<file path="src/rtl/bsram_pkg.sv">
package bsram_pkg;
  localparam int DATA_W = 18;
  localparam int LANES  = 2;
  localparam int LANE_W = DATA_W / LANES;
  localparam int CNT_W  = 2;

  // Strobes handed from the control to the datapath for one edge.
  typedef struct packed {
    logic             memWe;
    logic [LANES-1:0] wrMask;
    logic             rdEn;
    logic             hideOut;
  } ctl_t;
endpackage

</file>
<file path="src/rtl/bsram_burst_seq.sv">
module bsram_burst_seq #(
  parameter int CNT_W = 2
) (
  input  logic [CNT_W-1:0] startLow,
  input  logic [CNT_W-1:0] step,
  input  logic             interleaved,
  output logic [CNT_W-1:0] seqLow
);
  // Interleaved order flips bits of the start; linear order adds modulo 2^CNT_W.
  always_comb seqLow = interleaved ? (startLow ^ step) : (startLow + step);
endmodule

</file>
<file path="src/rtl/bsram_ctrl.sv">
module bsram_ctrl import bsram_pkg::*; #(
  parameter int ADDR_W      = 8,
  parameter int WAKE_CYCLES = 2
) (
  input  logic              clk,
  input  logic              rst,
  input  logic              selPrimN,
  input  logic              selHigh,
  input  logic              selAuxN,
  input  logic              hostStartN,
  input  logic              cacheStartN,
  input  logic              stepN,
  input  logic              wrAllN,
  input  logic              wrLaneEnN,
  input  logic [LANES-1:0]  wrLaneN,
  input  logic              sleepReq,
  input  logic              interleaved,
  input  logic [ADDR_W-1:0] addr,
  output ctl_t              ctlBus,
  output logic [ADDR_W-1:0] accAddr
);
  localparam int WAKE_W = $clog2(WAKE_CYCLES + 1);

  logic              sleepS1, sleepS2;
  logic [WAKE_W-1:0] wakeCnt;
  logic              modeReg;
  logic              active, firstSel, holdNext;
  logic [ADDR_W-1:0] baseAddr;
  logic [CNT_W-1:0]  cnt;

  logic              ready, enabled, hostSeen, cacheSeen, strobe;
  logic              startAcc, contAcc, wrNow, holdAddr;
  logic [LANES-1:0]  wrMaskNow;
  logic [CNT_W-1:0]  curLow, nextLow;

  bsram_burst_seq #(.CNT_W(CNT_W)) u_seqCur (
    .startLow(baseAddr[CNT_W-1:0]), .step(cnt),
    .interleaved(modeReg), .seqLow(curLow));

  bsram_burst_seq #(.CNT_W(CNT_W)) u_seqNext (
    .startLow(baseAddr[CNT_W-1:0]), .step(cnt + CNT_W'(1)),
    .interleaved(modeReg), .seqLow(nextLow));

  always_comb begin
    ready     = !sleepS2 && (wakeCnt == '0);
    enabled   = !selPrimN && selHigh && !selAuxN;
    hostSeen  = ready && !hostStartN && !selPrimN;
    cacheSeen = ready && !cacheStartN && !hostSeen;
    strobe    = hostSeen || cacheSeen;
    startAcc  = strobe && enabled;
    contAcc   = !strobe && active && ready;
    wrMaskNow = !wrAllN ? {LANES{1'b1}} : (!wrLaneEnN ? ~wrLaneN : '0);
    wrNow     = |wrMaskNow;
    holdAddr  = stepN || (holdNext && wrNow);
    accAddr   = startAcc ? addr
                         : {baseAddr[ADDR_W-1:CNT_W], (holdAddr ? curLow : nextLow)};
    ctlBus.memWe   = (startAcc && cacheSeen && wrNow) || (contAcc && wrNow);
    ctlBus.wrMask  = wrMaskNow;
    ctlBus.rdEn    = (startAcc && (hostSeen || !wrNow)) || (contAcc && !wrNow);
    ctlBus.hideOut = firstSel || sleepS2;
  end

  always_ff @(posedge clk) begin
    if (rst) begin
      sleepS1  <= 1'b0;
      sleepS2  <= 1'b0;
      wakeCnt  <= '0;
      modeReg  <= 1'b0;
      active   <= 1'b0;
      firstSel <= 1'b0;
      holdNext <= 1'b0;
      baseAddr <= '0;
      cnt      <= '0;
    end else begin
      sleepS1  <= sleepReq;
      sleepS2  <= sleepS1;
      modeReg  <= interleaved;
      if (sleepS2) wakeCnt <= WAKE_W'(WAKE_CYCLES);
      else if (wakeCnt != '0) wakeCnt <= wakeCnt - WAKE_W'(1);
      firstSel <= startAcc && !active;
      holdNext <= startAcc && hostSeen;
      if (sleepS2) begin
        active <= 1'b0;
      end else if (strobe) begin
        active <= enabled;
        if (startAcc) begin
          baseAddr <= addr;
          cnt      <= '0;
        end
      end else if (contAcc && !holdAddr) begin
        cnt <= cnt + CNT_W'(1);
      end
    end
  end
endmodule

</file>
<file path="src/rtl/bsram_datapath.sv">
module bsram_datapath import bsram_pkg::*; #(
  parameter int DEPTH  = 256,
  parameter int ADDR_W = 8
) (
  input  logic              clk,
  input  logic              rst,
  input  ctl_t              ctlBus,
  input  logic [ADDR_W-1:0] accAddr,
  input  logic [DATA_W-1:0] dataIn,
  input  logic              outEnN,
  output logic [DATA_W-1:0] dataOut,
  output logic              dataOe
);
  logic [DATA_W-1:0] mem [DEPTH];
  logic [DATA_W-1:0] outReg;
  logic              outValid;
  logic [DATA_W-1:0] laneBits;

  for (genvar g = 0; g < LANES; g++) begin : g_lane
    assign laneBits[g*LANE_W +: LANE_W] = {LANE_W{ctlBus.wrMask[g]}};
  end

  always_ff @(posedge clk) begin
    if (ctlBus.memWe)
      mem[accAddr] <= (mem[accAddr] & ~laneBits) | (dataIn & laneBits);
  end

  always_ff @(posedge clk) begin
    if (ctlBus.rdEn) outReg <= mem[accAddr];
  end

  always_ff @(posedge clk) begin
    if (rst) outValid <= 1'b0;
    else     outValid <= ctlBus.rdEn;
  end

  assign dataOut = outReg;
  assign dataOe  = outValid && !ctlBus.hideOut && !outEnN;
endmodule

</file>
<file path="src/rtl/burst_sram_ctrl.sv">
module burst_sram_ctrl import bsram_pkg::*; #(
  parameter int DEPTH       = 256,
  parameter int WAKE_CYCLES = 2,
  localparam int ADDR_W     = $clog2(DEPTH)
) (
  input  logic              clk,
  input  logic              rst,
  input  logic              selPrimN,
  input  logic              selHigh,
  input  logic              selAuxN,
  input  logic              hostStartN,
  input  logic              cacheStartN,
  input  logic              stepN,
  input  logic              wrAllN,
  input  logic              wrLaneEnN,
  input  logic [LANES-1:0]  wrLaneN,
  input  logic              outEnN,
  input  logic              sleepReq,
  input  logic              interleaved,
  input  logic [ADDR_W-1:0] addr,
  input  logic [DATA_W-1:0] dataIn,
  output logic [DATA_W-1:0] dataOut,
  output logic              dataOe
);
  ctl_t              ctlBus;
  logic [ADDR_W-1:0] accAddr;

  bsram_ctrl #(.ADDR_W(ADDR_W), .WAKE_CYCLES(WAKE_CYCLES)) u_ctrl (
    .clk(clk), .rst(rst), .selPrimN(selPrimN), .selHigh(selHigh), .selAuxN(selAuxN),
    .hostStartN(hostStartN), .cacheStartN(cacheStartN), .stepN(stepN),
    .wrAllN(wrAllN), .wrLaneEnN(wrLaneEnN), .wrLaneN(wrLaneN),
    .sleepReq(sleepReq), .interleaved(interleaved), .addr(addr),
    .ctlBus(ctlBus), .accAddr(accAddr));

  bsram_datapath #(.DEPTH(DEPTH), .ADDR_W(ADDR_W)) u_dp (
    .clk(clk), .rst(rst), .ctlBus(ctlBus), .accAddr(accAddr), .dataIn(dataIn),
    .outEnN(outEnN), .dataOut(dataOut), .dataOe(dataOe));
endmodule

</file>
<file path="config.mk">
export PLATFORM = sky130hd
export DESIGN_NAME = burst_sram_ctrl
export DESIGN_NICKNAME = d
export VERILOG_FILES = /design/src/rtl/bsram_pkg.sv /design/src/rtl/bsram_burst_seq.sv /design/src/rtl/bsram_ctrl.sv /design/src/rtl/bsram_datapath.sv /design/src/rtl/burst_sram_ctrl.sv
export SDC_FILE = /design/constraint.sdc
export NUM_CORES = 2
export LEC_CHECK = 0
export ABC_AREA = 0
export BUFFER_PORTS_ARGS = -buffer_cell sky130_fd_sc_hd__buf_2
export CORE_UTILIZATION = 57
export DETAILED_ROUTE_END_ITERATION = 10
export GPL_TIMING_DRIVEN = 0
export PLACE_DENSITY = 0.76
export REMOVE_ABC_BUFFERS = 1
export SYNTH_ARGS = -nofsm -noshare
export SYNTH_HDL_FRONTEND = slang
export SYNTH_HIERARCHICAL = 1
export SYNTH_MEMORY_MAX_BITS = 65536
export SYNTH_SLANG_ARGS = --single-unit
</file>
<file path="constraint.sdc">
create_clock -name clk -period 18.6 [get_ports clk]
set_clock_uncertainty 0.1 [all_clocks]
set_input_delay 3.72 -clock clk [delete_from_list [all_inputs] [get_ports clk]]
set_output_delay 3.72 -clock clk [all_outputs]
set_load 0.005 [all_outputs]
</file>
== Word-level counts from Yosys, hierarchy flattened ==
Memories as Yosys holds them, arrays and structs flattened.
Cells that the tools add are included.

* Flip-flop bits (word level): 37
* RAM bits: 4,608
* Logic and storage cells: 86
* Memories: 1

* Add/subtract/negate cells: 4
* Equal/unequal tests: 1
* Multiplexer cells: 13
* Bitwise logic cells: 8
* Reductions and logical operators: 47

{| class="wikitable"
|+ Memory list
! memory !! words !! bits a word !! rd ports !! clocked after Yosys merged registers in !! wr ports !! line !! source
|-
| u_dp.mem || 256 || 18 || 1 || 0 || 1 || bsram_datapath.sv:14 || <nowiki>logic [DATA_W-1:0] mem [DEPTH];</nowiki>
|}

{| class="wikitable"
|+ Operator list
! kind !! number
|-
| bitwise AND 18 bit || 2
|-
| logical AND 1 bit || 21
|-
| two-way mux 2 bit || 10
|-
| NOT 18 bit || 1
|-
| OR 18 bit || 1
|-
| zero test 1 bit || 12
|-
| two-way mux 8 bit || 1
|-
| logical OR 1 bit || 6
|-
| AND reduction 3 bit || 2
|-
| nonzero test 2 bit || 3
|-
| adder 2 bit || 2
|-
| OR reduction 2 bit || 2
|-
| XOR 2 bit || 2
|-
| adder 2 x 1 -> 2 bit, second input constant || 1
|-
| zero test 2 bit || 1
|-
| two-way mux 1 bit || 2
|-
| inequality test 2 bit, second input constant || 1
|-
| NOT 2 bit || 1
|-
| subtractor 2 x 1 -> 2 bit, second input constant || 1
|-
| NOT 1 bit || 1
|}

== Logic depth before layout (Yosys ltp) ==
* Depth in word-level cells: 14
* Depth in mapped cells: 19
* Depth with buffers taken out: 12

== Modules after synthesis ==
The synthesis kept the hierarchy.

{| class="wikitable"
|+ By module, submodules not included
! module !! instances !! cells an instance !! area each (um^2) !! sequential area each (um^2)
|-
| bsram_datapath || 1 || 8,356 || 178,158.4 || 138,933.2
|-
| bsram_ctrl || 1 || 91 || 887.1 || 360.3
|-
| bsram_burst_seq || 2 || 5 || 40.0 || 0.0
|}

== Worst setup path before layout ==
OpenSTA, ideal clock, no wires.

* Kind: input-to-reg
* From: input selPrimN
* To: memory u_dp.mem[0][10], data pin
* Library setup time: 2.235 ns
* Arrival: 16.700 ns
* Data required time: 16.265 ns
* Path slack: -0.436 ns
* Cell stages on the path: 15
* Path through: nor3b_2 and3_1 buf_6 buf_8 mux2_4 clkbuf_1 buf_4 or2_1 buf_2 nor2_2 clkbuf_1 a22oi_1 a41oi_1 a2111oi_2 o31ai_1

* Longest elaborated chain between the ends: 10

{| class="wikitable"
|+ RTL lines
! item !! line !! source
|-
| start: declaration || burst_sram_ctrl.sv:8 || <nowiki>input logic selPrimN,</nowiki>
|-
| zero test 1 bit (*) || bsram_ctrl.sv:46, bsram_ctrl.sv:47 ||
|-
| logical AND 1 bit || bsram_ctrl.sv:47 || <nowiki>hostSeen = ready && !hostStartN && !selPrimN;</nowiki>
|-
| zero test 1 bit || bsram_ctrl.sv:48 || <nowiki>cacheSeen = ready && !cacheStartN && !hostSeen;</nowiki>
|-
| logical AND 1 bit || bsram_ctrl.sv:48 ||
|-
| logical OR 1 bit || bsram_ctrl.sv:49 || <nowiki>strobe = hostSeen || cacheSeen;</nowiki>
|-
| logical AND 1 bit (*) || bsram_ctrl.sv:50 || <nowiki>startAcc = strobe && enabled;</nowiki>
|-
| two-way mux 8 bit (*) || bsram_ctrl.sv:55 || <nowiki>accAddr = startAcc ? addr</nowiki>
|-
| via accAddr[5] || burst_sram_ctrl.sv:26 || <nowiki>logic [ADDR_W-1:0] accAddr;</nowiki>
|-
| memory (256 x 18 bit) (*) || -- ||
|-
| bitwise AND 18 bit (*) || bsram_datapath.sv:25 || <nowiki>mem[accAddr] <= (mem[accAddr] & ~laneBits) | (dataIn & laneBits);</nowiki>
|-
| OR 18 bit (*) || bsram_datapath.sv:25 ||
|-
| end: declaration || bsram_datapath.sv:14 ||
|}

Mark *: on every way through the listed nets, which the timed path passes. The rest lies on a longest branch.

== Final worst setup path ==
* From: input selPrimN
* To: memory u_dp.mem[17][14], data pin

Same word-level chain as after synthesis.

==> load_flow_metrics.sql <==
INSERT INTO impl_metrics (metric_group, metric, value, unit) VALUES
('outcome', 'run_status', 'finished, violations left', ''),
('outcome', 'violations', 'capacitance limit, slew limit', ''),
('synth', 'synth_simple_gate_area_frac', '0.0247', ''),
('cells_and_area', 'most_common_library_cell_in_the_layout_ignoring_fill_and_taps', 'sky130_fd_sc_hd__edfxtp_1', ''),
('flow_run', 'maxCapViolations', '2', ''),
('cts', 'cts_repair_resize_count', '0', ''),
('global_route', 'antenna_found_initial', '18', ''),
('synth', 'synth_adder_area_share', '0.000140', ''),
('cells_and_area', 'area_growth_from_synthesis_to_layout', '16.7', '%'),
('die', 'placementRows', '205', ''),
('synth', 'synth.yosys.warnings', '6', ''),
('synth', 'muxShareOfSynthArea', '0.147', ''),
('sta', 'hold_violations', '0', ''),
('die', 'fp.coreArea', '0.312', 'mm²'),
('cts', 'clock-root-buffer', 'sky130_fd_sc_hd__clkbuf_16', ''),
('power_and_ir_drop', 'power.share.combinational', '0.091', ''),
('power_and_ir_drop', 'switching_share', '0.230', ''),
('power_and_ir_drop', 'power.net_switching', '0.00514', 'W'),
('synth', 'seq_area_frac_synth', '0.778', ''),
('route', 'initial_detailed_routing_violation_count', '14800', ''),
('cells_and_area', 'design_area', '0.209', 'mm²'),
('cts', 'ctsHoldBuffers', '0', ''),
('synth', 'asr_flop_ratio_synth', '0', ''),
('cts', 'clock_tree_from_tritoncts', 'yes', ''),
('synth', 'synth_top_family_by_area', 'multiplexers', ''),
('route', 'final_antenna_net_count', '0', ''),
('route', 'wire_per_inst', '36.3', 'µm'),
('cells_and_area', 'filler_cell_count', '17700', ''),
('power_and_ir_drop', 'power.ir.vdd_worst', '0.0000961', 'V'),
('die', 'die-height', '563', 'µm'),
('placed_design', 'place.gp.congestion', '0.841', ''),
('cells_and_area', 'seqCellArea', '0.139', 'mm²'),
('worst_setup_path', 'arrival', '12450', 'ps'),
('sta', 'slew_violations', '3', ''),
('global_route', 'grt_first_pass_wirelength', '698', 'mm'),
('global_route', 'all_layer_global_routing_usage', '0.311', ''),
('sta', 'worst-slew-pin-transition', '1630', 'ps'),
('synth', 'ys_ff_latch', '4645', ''),
('worst_setup_path', 'critical_path.slowest_cell', 'sky130_fd_sc_hd__a2111oi_4', ''),
('worst_setup_path', 'timing.critical_path.to_type', 'flip-flop', ''),
('sta', 'timing.fmax', '0.0845', 'GHz'),
('min_path', 'min-delay-path-class', 'reg -> reg', ''),
('synth', 'synth-main-ff-cell', 'sky130_fd_sc_hd__edfxtp_1', ''),
('sta', 'rsz0062_at_grt', 'false', ''),
('route', 'dr.pass1.iters', '6', ''),
('route', 'detail_route.drc_violations', '0', ''),
('route', 'vias_per_cell', '7.00', ''),
('cells_and_area', 'share_of_cells_above_drive_strength_1', '0.276', ''),
('synth', 'synth_cells', '8457', ''),
('sta', 'finalWorstPathRequiredPeriod', '11840', 'ps'),
('global_route', 'pin_count_of_the_biggest_net_entering_global_routing', '98', ''),
('cts', 'cts.htree.levels', '5', ''),
('cells_and_area', 'design.final.nets', '9129', ''),
('die', 'die_area', '0.317', 'mm²'),
('worst_setup_path', 'critical_path.startpoint_type', 'primary input', ''),
('sta', 'finalSetupTns', '0', 'ps'),
('worst_setup_path', 'critical-path-top-delay-family', 'buffers and inverters', ''),
('global_route', 'first_global_vias', '95800', ''),
('cells_and_area', 'area_occupied_by_multi_input_gates', '0.0384', 'mm²'),
('die', 'start_util', '0.574', ''),
('cells_and_area', 'final_util', '0.670', ''),
('cts', 'clk-insertion-delay-late', '1000', 'ps'),
('power_and_ir_drop', 'sequentialPowerShare', '0.529', ''),
('placed_design', 'placement.setup.worst_slack', '5980', 'ps'),
('cells_and_area', 'layout.cells.most_common_list', 'sky130_fd_sc_hd__edfxtp_1 (4626), sky130_fd_sc_hd__mux4_2 (882), sky130_fd_sc_hd__mux2i_1 (590), sky130_fd_sc_hd__clkbuf_16 (441), sky130_fd_sc_hd__buf_8 (313)', ''),
('synth', 'netlist-cell-type-count', '79', ''),
('synth', 'synth-xor-area-share', '0.000244', ''),
('power_and_ir_drop', 'pwr-share-clk', '0.380', ''),
('sta', 'layout_worst_path_cycle_share', '0.636', ''),
('power_and_ir_drop', 'power.density_cell_area', '107', 'mW/mm²'),
('synth', 'synth_area', '0.179', 'mm²');
[routing by layer]
layer / vias up / GRT usage / wire length [µm]
li1: 36900 / - / -
met1: 48900 / 0.398 / 163000
met2: 7806 / 0.486 / 232000
met3: 1488 / 0.0816 / 63600
met4: 14 / 0.183 / 34300
met5: - / 0 / 83
[metrics by stage]
step           hold WS, ps  power (W)  cells
2_1_floorplan          314     0.0184   7923
3_3_place_gp           372     0.0194  12100
3_5_place_dp           400     0.0140  12800
4_1_cts                411     0.0223  13600
5_1_grt                427     0.0228  13600
6_report               409     0.0223  13600
[worst reg2reg max path, cell delays in order, from the launching register on]
cell	delay, ps
sky130_fd_sc_hd__dfxtp_1	340
sky130_fd_sc_hd__nor3_2	220
sky130_fd_sc_hd__and3_2	800
sky130_fd_sc_hd__nand2_1	240
sky130_fd_sc_hd__o21ai_4	360
sky130_fd_sc_hd__buf_12	300
sky130_fd_sc_hd__buf_12	230
sky130_fd_sc_hd__buf_16	220
sky130_fd_sc_hd__buf_16	190
sky130_fd_sc_hd__buf_12	220
sky130_fd_sc_hd__buf_12	240
sky130_fd_sc_hd__buf_16	210
sky130_fd_sc_hd__buf_12	220
sky130_fd_sc_hd__buf_16	200
sky130_fd_sc_hd__buf_12	230
sky130_fd_sc_hd__buf_16	210
sky130_fd_sc_hd__mux4_2	550
sky130_fd_sc_hd__a22o_1	280
sky130_fd_sc_hd__o21ai_0	600
sky130_fd_sc_hd__o2111ai_1	450
sky130_fd_sc_hd__a2111oi_4	970
sky130_fd_sc_hd__o31ai_4	400
sky130_fd_sc_hd__buf_16	290
sky130_fd_sc_hd__buf_16	190
sky130_fd_sc_hd__buf_16	190
sky130_fd_sc_hd__buf_8	200
sky130_fd_sc_hd__buf_16	190
sky130_fd_sc_hd__buf_8	170
[cell families after synthesis]
group	after synthesis
AOI/OAI and AO/OA	838
DFF	4645
and+or+nand+nor	906
xor gates and xnor gates	5
buffers and inverters	543
muxes	1518
adders and majority gates	2
[sequential cells by signal (all words and copies together) (netlist names)]
register and count:
u_ctrl/sleepS2 1, u_ctrl/modeReg 1, u_ctrl/cnt 2, u_ctrl/holdNext 1, u_dp/dataOut 18, u_ctrl/wakeCnt 2
u_ctrl/sleepS1 1, u_ctrl/baseAddr 8, u_dp/outValid 1, u_ctrl/firstSel 1, u_dp/mem 4608, u_ctrl/active 1
[final cells by class]
cell class	count	area share
Sequential cell	4645	0.666
Multi-Input combinational cell	3269	0.184
Timing Repair Buffer	720	0.0610
Clock buffer	551	0.0551
Tap cell	4140	0.0248
Clock inverter	243	0.00887
Inverter	9	0.000203
Antenna cell	16	0.000191
[synth_stat cells, drive strengths merged (46+ instances only)]
library cell     n  area (µm²)
edfxtp        4626      139000
mux4           882       19900
mux2            46         529
a22oi          176        1320
o21ai           91         455
buf            270        1810
a21oi          117         586
nand2          161         604
a221oi         109         978
mux2i          590        5910
nor2           290        1090
and3            94         588
nand3          164         821
a31oi           71         444
nand4           73         457
clkbuf         264         992
[worst paths after layout]
| path | startpoint | end | slack [ps] | cells after the start |
|---|---|---|---|---|
| worst max-delay path | selPrimN | u_dp/mem[17][14] | 6760 | 28 |
| worst min-delay path | u_ctrl/baseAddr[1] | u_ctrl/baseAddr[1] | 410 | 2 |
| worst max register to register | u_ctrl/wakeCnt[1] | u_dp/mem[17][14] | 9300 | 27 |
| worst min register to register | u_ctrl/baseAddr[1] | u_ctrl/baseAddr[1] | 410 | 2 |
[power by group through the flow]
stage	sequential, W	clock, W	combinational (W)
global route	0.0118	0.00891	0.00207
global placement	0.0126	0	0.00680
CTS	0.0118	0.00854	0.00199
detailed placement	0.0120	0	0.00196
floorplan	0.0123	0	0.00615
finish	0.0118	0.00850	0.00203
Note: power is estimated with default switching activity, not from simulation.
